File: config.mk
export PLATFORM = sky130hd
export DESIGN_NAME = mode_trap_ctrl
export DESIGN_NICKNAME = d
export VERILOG_FILES = /design/src/rtl/mtc_pkg.sv /design/src/rtl/mtc_timer.sv /design/src/rtl/mtc_irq_arb.sv /design/src/rtl/mtc_perm_gate.sv /design/src/rtl/mode_trap_ctrl.sv
export SDC_FILE = /design/constraint.sdc
export NUM_CORES = 1
export LEC_CHECK = 0
export BUFFER_PORTS_ARGS = -buffer_cell sky130_fd_sc_hd__buf_2
export CAP_MARGIN = 20
export CORE_MARGIN = 5
export CORE_UTILIZATION = 30
export DETAILED_ROUTE_END_ITERATION = 6
export PLACE_DENSITY_LB_ADDON = 0.05
export SYNTH_ARGS = -nofsm -noshare
export SYNTH_HDL_FRONTEND = slang
export SYNTH_SLANG_ARGS = --single-unit
File: constraint.sdc
create_clock -name clk -period 2.5 [get_ports clk]
set_input_delay 0.375 -clock clk [delete_from_list [all_inputs] [get_ports clk]]
set_output_delay 0.375 -clock clk [all_outputs]
set_load 0.02 [all_outputs]
File: src/rtl/mtc_pkg.sv
package mtc_pkg;

   typedef enum logic [2:0] {
      CLS_NORMAL = 3'd0,
      CLS_IO     = 3'd1,
      CLS_AREA   = 3'd2,
      CLS_MASK   = 3'd3,
      CLS_PROT   = 3'd4,
      CLS_RETURN = 3'd5
   } instr_cls_e;

   typedef enum logic [2:0] {
      CAUSE_NONE  = 3'd0,
      CAUSE_PRIV  = 3'd1,
      CAUSE_TIMER = 3'd2,
      CAUSE_EXT   = 3'd3
   } trap_cause_e;

endpackage

File: src/rtl/mtc_timer.sv
module mtc_timer #(
   parameter int unsigned PERIOD = 5_000_000
) (
   input  logic clk,
   input  logic rst_n,
   output logic tick
);
   localparam int unsigned CW = (PERIOD > 1) ? $clog2(PERIOD) : 1;
   localparam logic [CW-1:0] LAST = CW'(PERIOD - 1);

   generate
      if (PERIOD < 2) begin : g_bad_period
         $error("mtc_timer: PERIOD must be at least 2");
      end
   endgenerate

   logic [CW-1:0] cnt;

   assign tick = (cnt == LAST);

   always_ff @(posedge clk or negedge rst_n) begin
      if (!rst_n)    cnt <= '0;
      else if (tick) cnt <= '0;
      else           cnt <= cnt + 1'b1;
   end

   // every firing restarts the interval from zero
   assert_wrap_R5: assert property (@(posedge clk) disable iff (!rst_n)
      tick |=> (cnt == '0));

endmodule

File: src/rtl/mtc_irq_arb.sv
module mtc_irq_arb #(
   parameter int unsigned NUM_IRQ  = 8,
   parameter int unsigned NUM_HIGH = 2,
   localparam int unsigned IDW = (NUM_IRQ > 1) ? $clog2(NUM_IRQ) : 1
) (
   input  logic               clk,
   input  logic               rst_n,
   input  logic [NUM_IRQ-1:0] irq_req,
   input  logic               user_mode,
   input  logic               block,
   output logic               hit,
   output logic [IDW-1:0]     hit_id
);
   generate
      if (NUM_HIGH > NUM_IRQ) begin : g_bad_split
         $error("mtc_irq_arb: NUM_HIGH exceeds NUM_IRQ");
      end
   endgenerate

   logic [NUM_IRQ-1:0] pend, live, elig, grant;

   assign live = pend | irq_req;

   for (genvar i = 0; i < NUM_IRQ; i++) begin : g_line
      if (i < NUM_HIGH) begin : g_high
         assign elig[i] = live[i];
      end else begin : g_low
         assign elig[i] = live[i] & user_mode;
      end
   end

   always_comb begin
      grant  = '0;
      hit_id = '0;
      for (int i = NUM_IRQ - 1; i >= 0; i--) begin
         if (elig[i]) begin
            grant  = '0;
            grant[i] = 1'b1;
            hit_id = IDW'(i);
         end
      end
      if (block) begin
         grant  = '0;
         hit_id = '0;
      end
   end

   assign hit = |grant;

   always_ff @(posedge clk or negedge rst_n) begin
      if (!rst_n) pend <= '0;
      else        pend <= live & ~grant;
   end

   // at most one line is served per cycle
   assert_one_grant_R10: assert property (@(posedge clk) disable iff (!rst_n)
      $onehot0(grant));

   // a held request is dropped only by being served
   assert_pend_kept_R7: assert property (@(posedge clk) disable iff (!rst_n)
      (!hit && (live != '0)) |=> (pend == $past(live)));

endmodule

File: src/rtl/mtc_perm_gate.sv
module mtc_perm_gate
   import mtc_pkg::*;
(
   input  logic       sup_mode,
   input  logic       instr_valid,
   input  logic [2:0] instr_class,
   output logic       io_en,
   output logic       area_we,
   output logic       mask_we,
   output logic       prot_we,
   output logic       ret_ok,
   output logic       priv_fault
);
   instr_cls_e cls;
   logic       is_priv;

   always_comb begin
      cls     = instr_cls_e'(instr_class);
      is_priv = 1'b0;
      case (cls)
         CLS_IO, CLS_AREA, CLS_MASK, CLS_PROT, CLS_RETURN: is_priv = 1'b1;
         default:                                          is_priv = 1'b0;
      endcase
   end

   assign io_en      = sup_mode & instr_valid & (cls == CLS_IO);
   assign area_we    = sup_mode & instr_valid & (cls == CLS_AREA);
   assign mask_we    = sup_mode & instr_valid & (cls == CLS_MASK);
   assign prot_we    = sup_mode & instr_valid & (cls == CLS_PROT);
   assign ret_ok     = sup_mode & instr_valid & (cls == CLS_RETURN);
   assign priv_fault = ~sup_mode & instr_valid & is_priv;

   // the class decode grants at most one right at a time
   always_comb begin
      assert_one_enable_R2: assert ($onehot0({io_en, area_we, mask_we, prot_we, ret_ok}));
   end

endmodule

File: src/rtl/mode_trap_ctrl.sv
module mode_trap_ctrl
   import mtc_pkg::*;
#(
   parameter int unsigned PERIOD   = 5_000_000,
   parameter int unsigned NUM_IRQ  = 8,
   parameter int unsigned NUM_HIGH = 2,
   localparam int unsigned IDW = (NUM_IRQ > 1) ? $clog2(NUM_IRQ) : 1
) (
   input  logic               clk,
   input  logic               rst_n,
   input  logic               instr_valid,
   input  logic [2:0]         instr_class,
   input  logic [NUM_IRQ-1:0] irq_req,
   output logic               sup_mode,
   output logic               trap_valid,
   output logic [2:0]         trap_cause,
   output logic [IDW-1:0]     trap_irq_id,
   output logic               io_en,
   output logic               area_we,
   output logic               mask_we,
   output logic               prot_we
);
   logic           tick, tmr_pend, tmr_elig;
   logic           ret_ok, priv_fault;
   logic           take_tmr, irq_hit, any_trap;
   logic [IDW-1:0] irq_id;

   mtc_timer #(.PERIOD(PERIOD)) u_timer (
      .clk   (clk),
      .rst_n (rst_n),
      .tick  (tick)
   );

   mtc_perm_gate u_gate (
      .sup_mode    (sup_mode),
      .instr_valid (instr_valid),
      .instr_class (instr_class),
      .io_en       (io_en),
      .area_we     (area_we),
      .mask_we     (mask_we),
      .prot_we     (prot_we),
      .ret_ok      (ret_ok),
      .priv_fault  (priv_fault)
   );

   assign tmr_elig = ~sup_mode & (tick | tmr_pend);
   assign take_tmr = tmr_elig & ~priv_fault;

   mtc_irq_arb #(.NUM_IRQ(NUM_IRQ), .NUM_HIGH(NUM_HIGH)) u_arb (
      .clk       (clk),
      .rst_n     (rst_n),
      .irq_req   (irq_req),
      .user_mode (~sup_mode),
      .block     (priv_fault | tmr_elig),
      .hit       (irq_hit),
      .hit_id    (irq_id)
   );

   assign any_trap = priv_fault | take_tmr | irq_hit;

   always_ff @(posedge clk or negedge rst_n) begin
      if (!rst_n) begin
         sup_mode    <= 1'b1;
         tmr_pend    <= 1'b0;
         trap_valid  <= 1'b0;
         trap_cause  <= CAUSE_NONE;
         trap_irq_id <= '0;
      end else begin
         tmr_pend    <= (tmr_pend | tick) & ~take_tmr;
         trap_valid  <= any_trap;
         trap_irq_id <= irq_hit ? irq_id : '0;
         if (priv_fault)    trap_cause <= CAUSE_PRIV;
         else if (take_tmr) trap_cause <= CAUSE_TIMER;
         else if (irq_hit)  trap_cause <= CAUSE_EXT;
         else               trap_cause <= CAUSE_NONE;
         if (any_trap)      sup_mode <= 1'b1;
         else if (ret_ok)   sup_mode <= 1'b0;
      end
   end

   // user mode never grants a protected write
   assert_user_no_we_R2: assert property (@(posedge clk) disable iff (!rst_n)
      !sup_mode |-> !(io_en | area_we | mask_we | prot_we));

   // a forbidden class in user mode traps with the privileged cause
   assert_priv_trap_R3: assert property (@(posedge clk) disable iff (!rst_n)
      (!sup_mode && instr_valid && (instr_class inside {3'd1, 3'd2, 3'd3, 3'd4, 3'd5}))
      |=> (trap_valid && trap_cause == CAUSE_PRIV && sup_mode));

   // leaving supervisor mode needs a return in the previous cycle
   assert_leave_by_return_R4: assert property (@(posedge clk) disable iff (!rst_n)
      $fell(sup_mode) |-> $past(instr_valid && instr_class == CLS_RETURN));

   // every trap lands in supervisor mode
   assert_trap_in_sup_R9: assert property (@(posedge clk) disable iff (!rst_n)
      trap_valid |-> sup_mode);

   // cause and id are zero between traps
   assert_idle_cause_R10: assert property (@(posedge clk) disable iff (!rst_n)
      !trap_valid |-> (trap_cause == CAUSE_NONE && trap_irq_id == '0));

endmodule

# Yosys cells after proc, flatten, opt, wreduce, memory -nomap -nowiden
# Index checks and enable logic that the tools add are counted.
[totals]
inputBits = 14
regBits = 40
elab_cells = 70
[op_classes]
n_bitwise = 27
reduce_logical = 3
addsub = 1
muxes = 26
n_eq_ne = 6
[op_table]
columns = ["cell", "count"]
rows = [
  ["$mux 8", 9],
  ["$mux 3", 11],
  ["$add 23x1->23 const B", 1],
  ["$eq 23x23->1 const B", 1],
  ["$mux 23", 1],
  ["$and 1x1->1", 17],
  ["$and 8x8->8", 1],
  ["$not 8->8", 1],
  ["$or 8x8->8", 1],
  ["$reduce_or 8->1", 1],
  ["$eq 3x2->1 const B", 2],
  ["$eq 3x3->1 const B", 2],
  ["$reduce_or 5->1", 1],
  ["$mux 2", 2],
  ["$or 1x1->1", 4],
  ["$eq 3x1->1 const B", 1],
  ["$mux 1", 3],
  ["$not 1->1", 3],
  ["$reduce_bool 2->1", 1],
]

# Depth between registers and ports, before layout
# Gate-level depths: netlist (run 1).
[depth]
ltp_word = 15
mapped_depth = 7
depth_no_buf = 6

# Hierarchy
# Synthesis (run 1) repeated with hierarchy kept, for this count alone.
[hier_totals]
cells_unflattened = 195
area_unflattened_um2 = 2020.7
[by_module_without_submodules]
columns = ["module", "instances", "area_per_inst_um2", "seq_area_each_um2", "cells_per_inst"]
rows = [
  ["mtc_timer", 1, 1159.9, 575.6, 107],
  ["mtc_irq_arb", 1, 483.0, 200.2, 51],
  ["mode_trap_ctrl", 1, 311.5, 201.4, 25],
  ["mtc_perm_gate", 1, 66.3, 0.0, 12],
]

# Worst setup path before layout (run 1)
# Ideal clock, no wire load.
[synth_timing]
path_type = "reg-to-output"
start = "register sup_mode"
end = "output port io_en"
n_path_buf = 1
path_stages_with_launch = 4
setup_slack_ns = 0.389
t_arrival_ns = 1.736
path_cell_list = "dfstp_2 clkbuf_1 nand2_1 nor4b_1"
[synth_between]
elab_chain_cells = 2
[synth_lines]
columns = ["item", "line", "rtl"]
rows = [
  ["start, declared", "mode_trap_ctrl.sv:14", "output logic sup_mode,"],
  ["start signal, assigned", "mode_trap_ctrl.sv:63", "sup_mode <= 1'b1;"],
  ["start signal, assigned", "mode_trap_ctrl.sv:76", "if (any_trap) sup_mode <= 1'b1;"],
  ["start signal, assigned", "mode_trap_ctrl.sv:77", "else if (ret_ok) sup_mode <= 1'b0;"],
  ["$and 1x1->1 (2 in a row)", "mtc_perm_gate.sv:26", "assign io_en = sup_mode & instr_valid & (cls == CLS_IO);"],
  ["end, declared", "mode_trap_ctrl.sv:18", "output logic io_en,"],
]
# No other way between the ends.

# Worst setup path in the final report (run 1)
[layout_timing]
start = "register u_timer.cnt[0]"
end = "register u_arb.pend[1]"
[layout_between]
elab_chain_cells = 7
[layout_lines]
columns = ["item", "line", "rtl"]
rows = [
  ["start, declared", "mtc_timer.sv:17", "logic [CW-1:0] cnt;"],
  ["start signal, assigned", "mtc_timer.sv:24", "else cnt <= cnt + 1'b1;"],
  ["$eq 23x23->1", "mtc_timer.sv:19", "assign tick = (cnt == LAST);"],
  ["$or 1x1->1", "mode_trap_ctrl.sv:46", "assign tmr_elig = ~sup_mode & (tick | tmr_pend);"],
  ["$and 1x1->1", "mode_trap_ctrl.sv:46", ""],
  ["$or 1x1->1", "mode_trap_ctrl.sv:54", ".block (priv_fault | tmr_elig),"],
  ["$mux 8", "mtc_irq_arb.sv:42", "if (block) begin"],
  ["$not 8->8", "mtc_irq_arb.sv:52", "else pend <= live & ~grant;"],
  ["$and 8x8->8", "mtc_irq_arb.sv:52", ""],
  ["end signal, assigned", "mtc_irq_arb.sv:52", ""],
  ["end, declared", "mtc_irq_arb.sv:20", "logic [NUM_IRQ-1:0] pend, live, elig, grant;"],
]
# No other way between the ends.
# A chain may end at the register's enable or synchronous reset.

==> results of run 1 <==
## sequential cells by signal, summed over array words and instances (netlist names)
register and flops:
u_arb.pend 8, u_timer.cnt 23, sup_mode 1, trap_cause 2
tmr_pend 1, trap_valid 1, trap_irq_id 3
## routing by layer
metal / GRT usage / vias up / share of wire
met5: 0 / - / 0
met4: 0.0426 / 0 / 0.018
met1: 0.160 / 704 / 0.50
li1: - / 712 / -
met2: 0.167 / 21 / 0.43
met3: 0.0335 / 8 / 0.043
## report_power, final
part	internal, µW	switching, µW	leakage [µW]
clock network	323	219	0.0000612
registers	637	3.57	0.000479
logic	22.3	44.1	0.000446
## placed cells by master, fill, tap and decap left out, drive strengths merged, types with 5 or more instances in the layout
master  count
dfrtp      38
nor2       27
buf        27
nand2      16
nor3       13
xnor2      10
xor2        9
nand3       8
clkbuf      6
inv         5
nor4        5
a21oi       5
nand4       5
## cells by family after synthesis
logic type | count (synthesis) | share of synthesized area
fa+ha+maj | 1 | 0.00670
flops | 39 | 0.523
other cells | 1 | 0.00201
xor+xnor | 19 | 0.0891
mux | 2 | 0.0107
simple gates | 95 | 0.273
compound gates | 20 | 0.0757
buf+inv | 8 | 0.0188
## worst paths after layout
check / to / slack (ns) / start
min in group clk: trap_irq_id[0] / 0.28 / irq_req[0]
worst max register to register: u_arb.pend[1] / 0.46 / u_timer.cnt[0]
worst min-delay path: u_arb.pend[3] / 0.21 / rst_n
max in group asynchronous: u_timer.cnt[12] / 1.75 / rst_n
worst max-delay path: u_arb.pend[1] / 0.46 / u_timer.cnt[0]
worst min register to register: u_timer.cnt[22] / 0.49 / u_timer.cnt[22]
## layout make-up
type	count	area share
Tap cell	75	0.0426
Clock buffer	6	0.0375
Sequential cell	39	0.443
Inverter	5	0.00851
Clock inverter	2	0.0159
Multi-Input combinational cell	138	0.388
Timing Repair Buffer	27	0.0647
## Yosys cell counts, types with 2 or more instances
master,n
xor2_1,9
or4_1,2
nand2b_1,2
xnor2_1,10
inv_1,5
nor4_1,4
and3_1,4
a31oi_1,3
nor2b_1,3
o21ai_0,2
mux2i_1,2
and4_1,3
nor3_1,12
o21a_1,2
nand3_1,8
nand2_1,16
nor2_1,27
a21oi_1,4
dfrtp_1,38
nand4_1,4
## metrics by stage
step                worst slack [ns]  instance area, µm²   util  power (µW)  cells
floorplan                      0.389                1870      -         681    185
detailed placement             0.449                2090  0.348         722    284
global placement               0.532                2090  0.348         722    284
CTS                            0.425                2200  0.368        1270    292
global route                   0.297                2200  0.368        1300    292
finish                         0.457                2200  0.368        1250    292
==> impl_metrics.ini, run 1 <==
[final_layout]
drive_gt1_frac = 0.189
synthToLayoutAreaGrowth_pct = 18.1
regArea_um2 = 977
fin_nets = 231
nFillCells = 600
multi_input_area_um2 = 855
antenna_cells = 0

[clock_tree]
clkLatencyLatePin_ns = 0.29
holdBufCountCts = 0
tritoncts = yes
cts_root_buf = clkbuf_8
path_clk_slew_ns = 0.08
cts_buffers = 5
cts_sinks = 39
ctsResizeCount = 0
postCtsSetupRepairBufs = 0
clockBufferDepth = 2
h-tree-depth = 2

[job]
cap_violations = 0

[critical_path]
critPathMaxStageDelay_ns = 0.42
critPathRequiredTime_ns = 2.73
worstSetupStartpointType = flop
cp.depth = 6
cp_top_family = simple AND/OR/NAND/NOR gates
crit_path_end_kind = flop
crit_chain = ha_1, nand2_1, nor4_2, and2_1, o31a_1, o32a_1
crit_arrival_ns = 2.27
worstRegToRegCells = 6
cpMaxStageDelayCell = dfrtp_1
worst-setup-path-type = reg2reg
path_max_fanout = 7
critPathBufInv = 0

[sta]
slew_violations = 0
finClkSkew_ns = 0.00472
final_hold_viol_count = 0
whs_ns = 0.208
max_freq_mhz = 490
tightestPinTransition_ns = 0.885
fin_tns_setup_ns = 0
finalCritPeriodShare = 0.817
rsz0062_at_grt = false
relSlewSlack = 0.410
finalCriticalPeriod_ns = 2.04
setup-violations-final = 0

[synthesis]
syn_area_mm2 = 0.00187
synth_fp_nets = 200
yosysTopAreaCell = dfrtp_1
syn_avg_cell_area_um2 = 10.1
async_reset_ff_frac = 1.00
synth_flop_cell = dfrtp_1
syn_inst = 185
synth-seq-cells = 39
ys_top_cells_by_area = dfrtp_1, nor2_1, xnor2_1
synth_top_cell_area_share = 0.509
synth_edf_count = 0
ys_warn_count = 0
yosysSeqAreaShare = 0.523
synth_cell_types = 45

[floorplanning]
fp.dieW_um = 88.9
row_count = 28
pin_count = 26
core_mm2 = 0.00599
dieArea_mm2 = 0.00790
initial_core_util = 0.312
die_h_um = 88.9

[routing]
vias = 1445
totalWireLength_um = 4020
vias_per_cell = 4.95
ant_nets = 0
drt-initial-drc-count = 57
drt_first_pass_iters = 4
drc_errors = 0
wl_per_cell_um = 13.8

[placement]
dpl.hpwl_um = 2910
io_buffers = 24
place_congestion = 0.767

[grt]
grt_pass1_wl_um = 6980
grt_overflow = 0
track_usage = 0.114
grt_max_degree = 40
antenna_found_initial = 0
grt_pass1_vias = 1454

[pwr]
p_leak_uw = 0.000986
p_per_area_mw_per_mm2 = 567
ir_drop_uv = 205

[min_path]
min_path_type = in2async

[outcome]
outcome = completed
No activity file was read; power rests on OpenSTA's default activity.
==> run 2, diff against run 1 <==
ABC_AREA = 1   (was default)
clock period = 1.65 ns   (was 2.5 ns; I/O delays follow)
==> run 2 against run 1 <==
  * Final cell count grew 63%
  * Largest cell class is now multi-input gates
  * Setup slack lost 0.44 ns
  * Routed wire length grew 61%
  * Critical endpoint is now u_arb.pend[4]
  * Highest routed layer unchanged
  * Count of clock-buffer cells in the layout grew 1
  * Largest power group unchanged
  * Cell area grew 47%
==> impl_metrics.ini, run 2 <==
[critical_path]
r2r_start = sup_mode
r2r_end = u_arb.pend[4]
critPathBufInv = 4
worstRegToRegCells = 9
cp_top_family = flip-flops
cp.depth = 9
crit_top_cell = buf_4
cpMaxStageDelayCell = dfstp_2
worst-setup-path-type = reg2reg
worstSetupStartpointType = flop
path_max_fanout = 6
ff2ff_setup_slack_ns = 0.02
crit_arrival_ns = 1.82
critPathRequiredTime_ns = 1.84
critPathMaxStageDelay_ns = 0.55
crit_path_end_kind = flop
crit_chain = buf_4, inv_4, o21ai_2, nand3_2, nor3_2, nand3_1, buf_4, o21ai_0, inv_1

[floorplanning]
core_mm2 = 0.00733
initial_core_util = 0.311
pin_count = 26
dieArea_mm2 = 0.00944
die_h_um = 97.2
row_count = 31
fp.dieW_um = 97.2

[placement]
dpl_cell_area_mm2 = 0.00283
dpl.hpwl_um = 4890
io_buffers = 24
place_ws_ns = -0.0457
place_congestion = 0.910

[final_layout]
final_cell_area_mm2 = 0.00324
largest_reg_flops = 23
layout_commonest_cell = buf_4
fin_nets = 391
drive_gt1_frac = 0.414
final_util = 0.443
reg_top3 = u_timer.cnt x23, u_arb.pend x8, trap_irq_id x3
synthToLayoutAreaGrowth_pct = 42.4
regMostFlops = u_timer.cnt
antenna_cells = 0
layout_common_cells = buf_4, inv_1, nand2_1

[synthesis]
ys_warn_count = 0
synth-seq-cells = 39
synth_flop_cell = dfrtp_1
async_reset_ff_frac = 1.00
syn_area_mm2 = 0.00228
synth_most_common_cell = inv_1
yosysSeqAreaShare = 0.429
synth_fp_nets = 311
synth_top_cell_area_share = 0.417
synth_commonest_cells = inv_1, nand2_1, dfrtp_1
synth_cell_types = 38
syn_inst = 296
ys_top_cells_by_area = dfrtp_1, inv_1, nand2_1
yosysTopAreaCell = dfrtp_1
syn_avg_cell_area_um2 = 7.70
synth_edf_count = 0

[clock_tree]
cts_root_buf = clkbuf_8
h-tree-depth = 2
cts_sinks = 39
tritoncts = yes
clkLatencyLatePin_ns = 0.29
cts_buffers = 5
path_clk_slew_ns = 0.08
clockBufferDepth = 2

[outcome]
outcome = completed

[sta]
relSlewSlack = 0.670
worst_slack_ns = 0.0195
whs_ns = 0.191
rsz0062_at_grt = true
finalCriticalPeriod_ns = 1.63
tightestPinTransition_ns = 0.489
max_freq_mhz = 613
setup-violations-final = 0
finClkSkew_ns = 0.00557
finalCritPeriodShare = 0.988
slew_violations = 0
final_hold_viol_count = 0

[grt]
grt_max_degree = 24
grt_use_met3 = 0.0273
grtUsageMet1 = 0.209
grt_pass1_vias = 2157
grt_pass1_wl_um = 10700
track_usage = 0.140
antenna_found_initial = 0
grt_busiest_layer = met1
grtUsageMet2 = 0.204
grt_overflow = 0

[routing]
vias_per_cell = 4.59
drt_first_pass_iters = 4
ant_nets = 0
totalWireLength_um = 6450
drc_errors = 0
wl_per_cell_um = 13.6
vias = 2185
drt-initial-drc-count = 93

[pwr]
p_leak_uw = 0.00161
ir_drop_uv = 269
p_per_area_mw_per_mm2 = 546

[min_path]
worstHoldStart = irq_req[5]
min_path_type = in2reg
hold_end = u_arb.pend[5]
whs_path_depth = 3

[job]
cap_violations = 0
[run 2: per-layer routing]
| metal | routed length [µm] | vias to the layer above |
|---|---|---|
| met5 | 0 | - |
| met4 | 72 | 0 |
| met3 | 222 | 8 |
| met2 | 2790 | 33 |
| met1 | 3370 | 1037 |
| li1 | - | 1107 |
[run 2: what timing repair did]
| item | CTS | global route |
|---|---|---|
| pin swaps | 4 | 10 |
| buffers inserted | 4 | 7 |
| gates cloned | 0 | 0 |
| hold buffers | 1 | 0 |
| hold endpoints to repair | 15 | 0 |
| endpoints found under the setup margin | 8 | 28 |
| gates resized for setup | 12 | 47 |
[run 2: worst register-to-register path, cell delays in order (launching register included)]
cell	delay, ns
dfstp_2	0.55
buf_4	0.11
inv_4	0.05
o21ai_2	0.11
nand3_2	0.16
nor3_2	0.17
nand3_1	0.12
buf_4	0.15
o21ai_0	0.06
inv_1	0.05
[run 2: layout make-up]
class	instances	area, µm²
well taps	99	124
inverters	57	216
fillers	736	4090
clock inverters	1	5.00
clock buffers	7	76.3
repair buffers	78	569
multi-input cells	195	1270
flip-flops and latches	39	978
[run 2: how the worst max path moves through the flow]
stage / end / startpoint
floorplan: area_we / sup_mode
global placement: sup_mode / sup_mode
detailed placement: trap_valid / u_timer.cnt[0]
CTS: mask_we / sup_mode
global route: sup_mode / sup_mode
finish: u_arb.pend[4] / sup_mode
[run 2: where the power goes]
group	internal [µW]	leakage (µW)	switching, µW
clock	297	0.0000422	348
combinational	56.4	0.00109	98.9
sequential	967	0.000478	3.17
total	1320	0.00161	450
[run 2: per-stage QoR]
step / setup TNS [ns] / instances / power (µW)
6_report: 0 / 476 / 1770
3_5_place_dp: -0.130 / 456 / 1120
4_1_cts: -0.00730 / 469 / 1790
2_1_floorplan: -0.108 / 296 / 1050
5_1_grt: -0.741 / 476 / 1860
3_3_place_gp: -0.0430 / 456 / 1120
[run 2: cells by family after synthesis]
family,synth area share
simple gates,0.350
buf+inv,0.108
flops,0.429
compound gates,0.0670
xor+xnor,0.0384
fa+ha+maj,0.00549
other cells,0.00165
==> run 3, diff against run 2 <==
CELL_PAD_IN_SITES_DETAIL_PLACEMENT = 0   (was default)
CELL_PAD_IN_SITES_GLOBAL_PLACEMENT = 1   (was default)
SETUP_SLACK_MARGIN = 0.3   (was default)
==> run 3 against run 2 <==
  * The run now ends with setup timing left
  * Clock skew increased by 0.0072 ns
  * Critical path depth unchanged
  * Global-route usage increased by 0.64 points
  * Routed wire length increased by 4.8%
  * Total power increased by 7.8%
  * Flip-flop and latch count unchanged
  * Highest routed layer unchanged
  * Count of clock-buffer cells in the layout increased by 1
  * Cell area increased by 23%
  * Hold slack got worse by 0.017 ns
==> impl_metrics.ini, run 3 (same netlist as run 2, synthesis figures left out) <==
[outcome]
outcome = finished with violations
violations = setup timing

[routing]
ant_nets = 0
drc_errors = 0
drt-initial-drc-count = 60
drt_first_pass_iters = 4
totalWireLength_um = 6760
vias_per_cell = 4.58
vias = 2302
wl_per_cell_um = 13.4

[sta]
final_hold_viol_count = 0
rsz0062_at_grt = true
finalCriticalPeriod_ns = 1.67
slew_violations = 0
finClkSkew_ns = 0.0128
worst_slack_ns = -0.0162
max_freq_mhz = 600
finalCritPeriodShare = 1.01
setup-violations-final = 7
fin_tns_setup_ns = -0.0804

[final_layout]
final_cell_area_mm2 = 0.00400
fin_cells = 503
antenna_cells = 0
fin_nets = 418
layout_commonest_cell = buf_4
largest_reg_flops = 23
drive_gt1_frac = 0.599
layout_common_cells = buf_4, inv_1, dfrtp_1
synthToLayoutAreaGrowth_pct = 75.3
reg_top3 = u_timer.cnt x23, u_arb.pend x8, trap_irq_id x3
regMostFlops = u_timer.cnt

[pwr]
p_per_area_mw_per_mm2 = 478
p_leak_uw = 0.00193
p_clk_frac = 0.391
p_sw_uw = 486
p_sw_frac = 0.254
intPower_uw = 1420
combPwrFrac = 0.100
pwr-share-seq = 0.509
ir_drop_uv = 269

[grt]
grt_pass1_vias = 2500
grt_overflow = 0
antenna_found_initial = 0
grt_max_degree = 24
grt_pass1_wl_um = 11300
track_usage = 0.146

[placement]
dpl_cell_area_mm2 = 0.00289
io_buffers = 24
place_congestion = 0.822
dpl.hpwl_um = 4760
placedCellCount = 453

[critical_path]
worstRegToRegCells = 9
r2r_start = u_timer.cnt[0]
worst-setup-path-type = reg2reg
r2r_end = u_timer.cnt[18]
crit_arrival_ns = 1.86
path_max_fanout = 4
critPathRequiredTime_ns = 1.84
startpoint = u_timer.cnt[0]
worstSetupStartpointType = flop
ff2ff_setup_slack_ns = -0.02
crit_path_end_kind = flop
crit_end = u_timer.cnt[18]

[clock_tree]
clkLatencyLatePin_ns = 0.30
cts_buffers = 5
cts_root_buf = clkbuf_8
tritoncts = yes
h-tree-depth = 2
path_clk_slew_ns = 0.09
cts_sinks = 39
clockBufferDepth = 2

[floorplanning]
dieArea_mm2 = 0.00944
pin_count = 26
die_h_um = 97.2
core_mm2 = 0.00733
fp.dieW_um = 97.2
initial_core_util = 0.311
row_count = 31

[min_path]
min_path_type = in2reg

[job]
cap_violations = 0
run 3: cell count changes in the layout (fill, tap and decap cells not counted), sizes merged:
cell / before / now
clkbuf: 7 / 8
clkinv: 1 / 0
buf: 77 / 104
run 3: worst min path at each step:
stage	from	to	slack (ns)	cells after the start
2_1_floorplan	rst_n	tmr_pend	-0.05	0
3_3_place_gp	rst_n	u_timer.cnt[7]	0.21	1
3_5_place_dp	rst_n	u_timer.cnt[7]	0.22	1
4_1_cts	irq_req[4]	u_arb.pend[4]	0.17	3
5_1_grt	irq_req[4]	u_arb.pend[4]	0.18	3
6_report	irq_req[4]	u_arb.pend[4]	0.17	3
run 3: per-layer routing:
layer / wire length [µm] / vias to the layer above / GRT usage
met2: 3760 / 25 / 0.277
met4: 75 / 0 / 0.0464
met5: 0 / - / 0
met3: 139 / 6 / 0.0237
li1: - / 1160 / -
met1: 2790 / 1111 / 0.166
run 3: layout make-up:
type	instances	area [µm²]
timing repair buffer	105	895
sequential	39	980
multi-input combinational	195	1670
fill	670	3340
tap	99	124
clock buffer	8	100
inverter	57	226
run 3: repair_timing:
item / CTS / global route
setup buffers: 30 / 11
setup endpoints to repair: 37 / 41
gates resized for setup: 117 / 59
endpoints found under the hold margin: 15 / 0
hold buffers: 1 / 0
pin swaps: 25 / 35
run 3: per-stage QoR:
step	hold slack (ns)	power, µW	util	setup slack, ns
4_1_cts	0.165	1910	0.502	-0.0207
6_report	0.175	1910	0.545	-0.0162
3_3_place_gp	0.214	1130	0.395	-0.0228
2_1_floorplan	-0.0481	1060	-	0.101
3_5_place_dp	0.218	1130	0.395	-0.0267
5_1_grt	0.176	1990	0.545	-0.161
run 3: worst max-delay path, stage by stage, from the launching register on:
cell     delay [ns]
dfrtp_1        0.42
ha_4           0.18
nand3_4        0.09
nor2_4         0.18
nand2_2        0.09
nor2_4         0.15
nand4_1        0.09
nor2_1         0.15
nand2_1        0.06
nor3b_2        0.15
run 3: power by group through the flow:
stage | sequential [µW] | clock [µW] | combinational, µW
floorplan | 999 | 0 | 61.0
global placement | 990 | 0 | 140
detailed placement | 990 | 0 | 141
CTS | 971 | 768 | 166
global route | 973 | 805 | 211
finish | 971 | 747 | 191
